<file path="src/rtl/xonxoff_flow_ctl.sv">
module xonxoff_flow_ctl #(
  parameter int CNT_W = 8
) (
  input  logic             clk,
  input  logic             rst_n,
  input  logic             chr_we,
  input  logic [1:0]       chr_sel,
  input  logic [7:0]       chr_wdata,
  input  logic             flow_en,
  input  logic             dual_mode,
  input  logic             special_en,
  input  logic             irq_en,
  input  logic [1:0]       word_len,
  input  logic             rx_valid,
  input  logic [7:0]       rx_data,
  input  logic             tx_busy,
  input  logic [CNT_W-1:0] fifo_count,
  input  logic [CNT_W-1:0] thr_hi,
  input  logic [CNT_W-1:0] thr_lo,
  input  logic             flag_clr,
  output logic             tx_pause,
  output logic             flag,
  output logic             irq,
  output logic             push_en,
  output logic [7:0]       push_data,
  output logic             send_xoff,
  output logic             send_xon
);

  logic [7:0] on1, on2, off1, off2, mask, s_d, rep_d, hold_d;
  logic       rep_v, hold_v, hold_off, hold_tx, xoff_sent;
  logic       s_v, sw;
  logic       m_on1, m_on2, m_off1, m_off2;
  logic       xoff_hit, xon_hit, spec_hit, take, release_h;

  assign mask = 8'hFF >> (2'd3 - word_len);
  assign s_v  = rep_v | rx_valid;
  assign s_d  = rep_v ? rep_d : rx_data;
  assign sw   = flow_en & ~special_en;
  assign irq  = flag & irq_en;

  assign m_on1  = ((s_d ^ on1)  & mask) == 8'h00;
  assign m_on2  = ((s_d ^ on2)  & mask) == 8'h00;
  assign m_off1 = ((s_d ^ off1) & mask) == 8'h00;
  assign m_off2 = ((s_d ^ off2) & mask) == 8'h00;

  always_comb begin
    push_en   = 1'b0;
    push_data = s_d;
    xoff_hit  = 1'b0;
    xon_hit   = 1'b0;
    spec_hit  = 1'b0;
    take      = 1'b0;
    release_h = 1'b0;
    if (s_v) begin
      if (special_en) begin
        push_en  = 1'b1;
        spec_hit = m_off2;
      end else if (!sw) begin
        push_en = 1'b1;
      end else if (dual_mode) begin
        if (hold_v) begin
          if (hold_off && m_off2)       xoff_hit = 1'b1;
          else if (!hold_off && m_on2)  xon_hit  = 1'b1;
          else begin
            push_en   = 1'b1;
            push_data = hold_d;
            release_h = 1'b1;
          end
        end else if (m_off1 || m_on1) begin
          take = 1'b1;
        end else begin
          push_en = 1'b1;
        end
      end else begin
        if (m_off1)     xoff_hit = 1'b1;
        else if (m_on1) xon_hit  = 1'b1;
        else            push_en  = 1'b1;
      end
    end
  end

  always_ff @(posedge clk or negedge rst_n) begin
    if (!rst_n) begin
      on1 <= '0; on2 <= '0; off1 <= '0; off2 <= '0;
    end else if (chr_we) begin
      case (chr_sel)
        2'd0: on1  <= chr_wdata;
        2'd1: on2  <= chr_wdata;
        2'd2: off1 <= chr_wdata;
        default: off2 <= chr_wdata;
      endcase
    end
  end

  always_ff @(posedge clk or negedge rst_n) begin
    if (!rst_n) begin
      rep_v    <= 1'b0;
      rep_d    <= '0;
      hold_v   <= 1'b0;
      hold_d   <= '0;
      hold_off <= 1'b0;
    end else begin
      rep_v <= release_h;
      if (release_h) rep_d <= rx_data;
      if (!sw || !dual_mode) hold_v <= 1'b0;
      else if (take)         hold_v <= 1'b1;
      else if (s_v)          hold_v <= 1'b0;
      if (take) begin
        hold_d   <= s_d;
        hold_off <= m_off1;
      end
    end
  end

  always_ff @(posedge clk or negedge rst_n) begin
    if (!rst_n) begin
      flag     <= 1'b0;
      hold_tx  <= 1'b0;
      tx_pause <= 1'b0;
    end else begin
      if (xoff_hit || spec_hit)    flag <= 1'b1;
      else if (xon_hit || flag_clr) flag <= 1'b0;
      if (!sw)           hold_tx <= 1'b0;
      else if (xoff_hit) hold_tx <= 1'b1;
      else if (xon_hit)  hold_tx <= 1'b0;
      tx_pause <= hold_tx & (tx_pause | ~tx_busy);
    end
  end

  always_ff @(posedge clk or negedge rst_n) begin
    if (!rst_n) begin
      xoff_sent <= 1'b0;
      send_xoff <= 1'b0;
      send_xon  <= 1'b0;
    end else if (!sw) begin
      xoff_sent <= 1'b0;
      send_xoff <= 1'b0;
      send_xon  <= 1'b0;
    end else begin
      send_xoff <= ~xoff_sent & (fifo_count > thr_hi);
      send_xon  <=  xoff_sent & (fifo_count < thr_lo);
      if (!xoff_sent && fifo_count > thr_hi)     xoff_sent <= 1'b1;
      else if (xoff_sent && fifo_count < thr_lo) xoff_sent <= 1'b0;
    end
  end

  assert_pause_boundary_R2: assert property (@(posedge clk) disable iff (!rst_n)
    $rose(tx_pause) |-> $past(!tx_busy));

  assert_send_exclusive_R10: assert property (@(posedge clk) disable iff (!rst_n)
    $onehot0({send_xoff, send_xon}));

  assert_rx_spacing_R7: assert property (@(posedge clk) disable iff (!rst_n)
    rx_valid |=> !rx_valid);

  assert_push_needs_char_R4: assert property (@(posedge clk) disable iff (!rst_n)
    push_en |-> (rx_valid || rep_v));

  assert_flag_cause_R1: assert property (@(posedge clk) disable iff (!rst_n)
    $rose(flag) |-> $past(rx_valid || rep_v));

endmodule

</file>
<file path="config.mk">
export PLATFORM = sky130hd
export DESIGN_NAME = xonxoff_flow_ctl
export DESIGN_NICKNAME = d
export VERILOG_FILES = /design/src/rtl/xonxoff_flow_ctl.sv
export SDC_FILE = /design/constraint.sdc
export NUM_CORES = 1
export LEC_CHECK = 0
export ABC_AREA = 1
export CORE_UTILIZATION = 32
export CTS_CLUSTER_SIZE = 30
export DETAILED_ROUTE_END_ITERATION = 8
export GPL_TIMING_DRIVEN = 0
export MAX_ROUTING_LAYER = met4
export PLACE_DENSITY_LB_ADDON = 0.05
export SKIP_CTS_REPAIR_TIMING = 1
export SLEW_MARGIN = 20
export SYNTH_ARGS = -nofsm -noshare
export SYNTH_HDL_FRONTEND = slang
export SYNTH_SLANG_ARGS = --single-unit
</file>
<file path="constraint.sdc">
create_clock -name clk -period 2.37 [get_ports clk]
set_input_delay 0.474 -clock clk [delete_from_list [all_inputs] [get_ports clk]]
set_output_delay 0.474 -clock clk [all_outputs]
set_load 0.005 [all_outputs]
</file>
Yosys cells after proc, flatten, opt, wreduce, memory -nomap -nowiden
Index checks and enable logic that the tools add are counted.

word-level totals
  flip-flop bits (word level) = 57
  input port bits = 54
  output and inout bits = 14
  word-level logic and storage cells = 126

cells by class
  add/sub/neg operators = 1
  $lt $le $gt $ge = 2
  eq/ne operators = 4
  shifts and indexed selects = 1
  mux-type cells = 60
  bitwise operators = 19
  reduce and logical (&&, ||, !) cells = 24

operators by type and width
  kind                                                                     count
  8-bit 2-to-1 mux                                                         8
  1-bit 2-to-1 mux                                                         52
  8-bit bitwise AND                                                        4
  8-bit zero test                                                          4
  8-bit XOR                                                                4
  8-bit > comparator                                                       1
  8-bit < comparator                                                       1
  2-bit AND reduction                                                      4
  8-bit by 2-bit >> shifter with 8-bit output, first input constant        1
  3-bit by 1-bit inequality test with 1-bit output, second input constant  2
  1-bit bitwise AND                                                        5
  1-bit logical AND                                                        4
  1-bit zero test                                                          4
  1-bit logical OR                                                         4
  1-bit NOT                                                                4
  3-bit nonzero test                                                       1
  3-bit OR reduction                                                       1
  2-bit by 1-bit == test with 1-bit output, second input constant          1
  2-bit == test, second input constant                                     1
  2-bit zero test                                                          1
  1-bit OR                                                                 2
  2-bit nonzero test                                                       1
  2-bit subtractor, first input constant                                   1

Longest topological paths before layout
  depth after elaboration = 15
  mapped depth = 14
  gate-level depth less buffers = 14

Least setup slack after synthesis
Ideal clock, no wire load.

  path type = register to output
  start point = reg rep_v
  end point = out push_data[3]
  arrival time = 1.624 ns
  required time = 1.896 ns
  setup slack = 0.272 ns
  cell stages (with the launch flop) = 13
  cells stage by stage = dfrtp_1 > inv_2 > nand2_1 > nand2_4 > nand2_1 > nand2_1 > nand2_1 > nor2_2 > nand3_2 > nand3_4 > buf_6 > nand2_1 > nand2_1

on the way
  word-level cells in the longest chain between the ends = 12
  elaborated cells on any way between the ends = 17
  classes of those cells = mux (8); bitwise (5); reduce/logical (4)

ends and longest elaborated chain
  item                    RTL line  text
  start, declared         31        logic rep_v, hold_v, hold_off, hold_tx, xoff_sent;
  start signal, assigned  104       rep_v <= release_h;
  8-bit 2-to-1 mux        38        assign s_d = rep_v ? rep_d : rx_data;
  8-bit XOR               43        assign m_on2 = ((s_d ^ on2) & mask) == 8'h00;
  8-bit bitwise AND       43
  8-bit zero test         43
  1-bit logical AND       64        else if (!hold_off && m_on2) xon_hit = 1'b1;
  8-bit 2-to-1 mux        64
  8-bit 2-to-1 mux        63        if (hold_off && m_off2) xoff_hit = 1'b1;
  8-bit 2-to-1 mux        62        if (hold_v) begin
  8-bit 2-to-1 mux        61        end else if (dual_mode) begin
  8-bit 2-to-1 mux        59        end else if (!sw) begin
  8-bit 2-to-1 mux        56        if (special_en) begin
  8-bit 2-to-1 mux (*)    55        if (s_v) begin
  end, declared           25        output logic [7:0] push_data,

Every way passes the cells marked *; elsewhere a longest branch is shown, timed or not.

Final worst setup path
Ends and elaborated chain as after synthesis.

==> qor.yml <==
clock_latency_ns: 0.32
wl_per_cell_microns: 14.6
final_nets: 697
clockRootBuffer: "clkbuf_16"
cp.arrival_ns: 2.41
p_leak_nw: 2.83
grt_max_degree: 39
drcViolationCount: 0
grt_first_pass_wirelength_mm: 17.3
min_path_type: "in2async"
rsz0062_at_grt: "yes"
final_area_sq_um: 5380
ys_ff_latch: 57
clock_skew_ns: 0.00689
initial_utilization_pct: 33.4
grt_usage_pct: 19.7
seq_area_frac_synth_pct: 38.7
crit_chain: "buf_12 > buf_12 > nand2_8 > nand2_8 > o21bai_1 > nor2_2 > nand2_2 > nor2_4 > nor2_4 > nand3_4 > buf_6 > buf_6 > nand2_2 > nand2_1 > clkbuf_2"
syn_area_sq_um: 3680
drv_cap: 0
n_antenna_cell: 0
dr.pass1.iters: 4
power.total_w: 0.00295
numCtsBuffers: 9
drtAntennaViolNets: 0
max_freq_ghz: 0.346
setup_violations: 9
cts_max_level: 3
synth_fp_nets: 578
slew_headroom_pct: 62.9
first_global_vias: 3450
dpl_cell_area_sq_um: 4550
start_kind: "flop"
cts_tree: "done"
port_buffers: 67
critical_path_class: "reg2out"
die_area_sq_um: 11900
viasPerCell: 4.79
synth_top_cell_area_share_pct: 38.7
critical-path-max-stage-delay_ns: 0.49
required_ns: 1.90
fin_ws_ns: -0.516
clkSinkCount: 57
die_x_microns: 109
syn_inst: 509
final_core_util_pct: 48.7
slowest_stage: "dfrtp_2"
preCtsSetupSlack_ns: -1.16
wl_mm: 11.3
slew_violations: 0
synth.distinct_cells: 33
chipHeight_microns: 109
status: "complete, but fails checks"
crit_path_end_kind: "primary output"
p_per_area_nw_per_um2: 549
synth_area_leader_cell: "dfrtp_1"
hold_viol: 0
antenna_found_initial: 0
yosysWarnings: 0
grt.overflow.total: 0
vdd_ir_drop_max_mv: 0.343
avgSynthCellArea_sq_um: 7.24
vias: 3705
cts_buffer_depth: 2
clk_pin_slew_ns: 0.05
period_needed_ns: 2.89
min_period_over_period_pct: 122
core_sq_um: 11000
rows: 38
critPathMaxFanout: 6
drt_iter0_markers: 206
area_growth_syn_to_layout_pct: 45.9
place.gp.congestion: 0.811
tns_ns: -4.12
hpwlAfterDp_mm: 8.05
synth_area_leaders: "dfrtp_1 (39%), nand2_1 (18%), inv_1 (6.8%)"
fill_cells: 1144
pin_count: 68
drive_above_1_share_pct: 22.3
worst_pin_slew_ns: 0.552
violations: "negative setup slack"
## state kept, by name, indices dropped and copies added, names as in the netlist
register / count
hold_d: 8
off1: 8
off2: 8
on1: 8
on2: 8
rep_d: 8
flag: 1
hold_off: 1
hold_tx: 1
hold_v: 1
rep_v: 1
send_xoff: 1
send_xon: 1
tx_pause: 1
xoff_sent: 1
## synth_stat cells (all sizes together)
master	count
o21ai	38
nand3	47
a211oi	1
buf	7
nor4	1
nor2	21
nand2	198
or2	1
a21o	1
ha	15
inv	69
a31oi	1
nand4	19
o21bai	1
nand3b	16
a21oi	10
o211ai	1
dfrtp	57
clkbuf	4
xor2	1
## placed cells by master (no fill, tap or decap), drive strengths merged, types with 2 or more instances in the layout
master	count
nand4	19
nor2	21
nand3	47
clkinvlp	2
nand2	198
ha	15
a21oi	10
clkinv	3
nand3b	16
inv	70
buf	48
clkbuf	24
dfrtp	57
o21ai	38
dlymetal6s2s	5
clkdlybuf4s50	52
## report_power, final
group	switching [W]	leakage, nW	total [W]	internal (W)
clock network	0.000453	0.137	0.00121	0.000757
registers	0.0000830	0.746	0.00115	0.00107
logic	0.000315	1.94	0.000588	0.000273
total	0.000850	2.83	0.00295	0.00210
## area by class of cell
cell class                      count  area [sq um]  area share (%)
Tap cell                          140           175            3.26
Sequential cell                    57          1430            26.6
Multi-Input combinational cell    372          2130            39.7
Clock inverter                      5          30.0           0.559
Timing Repair Buffer              109          1020            18.9
Buffer                              9          70.1            1.30
Clock buffer                       11           253            4.70
Timing Repair inverter              1          6.26           0.116
Inverter                           69           264            4.91
## worst max-delay path, delay by kind of cell, from the launching register on
family	cells	cell delay (ns)
buffers and inverters	5	0.69
AND/OR/NAND/NOR	9	0.74
AO/OA/AOI/OAI	1	0.17
flip-flops	1	0.49
## through the flow
step,hold WS (ns),std cells
after floorplan,0.178,509
after CTS,0.0397,733
after global routing,0.0507,773
final,0.0396,773
after detailed placement,0.385,717
after global placement,0.454,716
## path summary, 6_finish.rpt
path	to	cells past startpoint	from	slack (ns)
min reg2reg	hold_d[2]	2	hold_d[2]	0.47
max	push_data[3]	15	rep_v	-0.52
min in group clk	hold_d[2]	2	hold_d[2]	0.47
max in group asynchronous	rep_v	2	rst_n	1.83
max reg2reg	rep_v	15	rep_v	0.11
min	hold_d[2]	1	rst_n	0.04
## kinds of logic after synthesis
| group | Yosys count | share of synthesized area [%] |
|---|---|---|
| flops | 57 | 38.7 |
| simple gates | 303 | 39.2 |
| xor+xnor | 1 | 0.238 |
| buf+inv | 80 | 8.93 |
| fa+ha+maj | 15 | 5.09 |
| compound gates | 53 | 7.81 |
## routing by layer
metal / routed length [microns] / share of wire (%) / track usage (%) / vias to the layer above
li1: - / - / - / 1881
met1: 5570 / 49 / 26.5 / 1740
met2: 5140 / 46 / 30.3 / 71
met3: 423 / 3.8 / 4.03 / 13
met4: 140 / 1.2 / 4.76 / 0
met5: 0 / 0 / - / -
(Power assumes the default switching activity.)
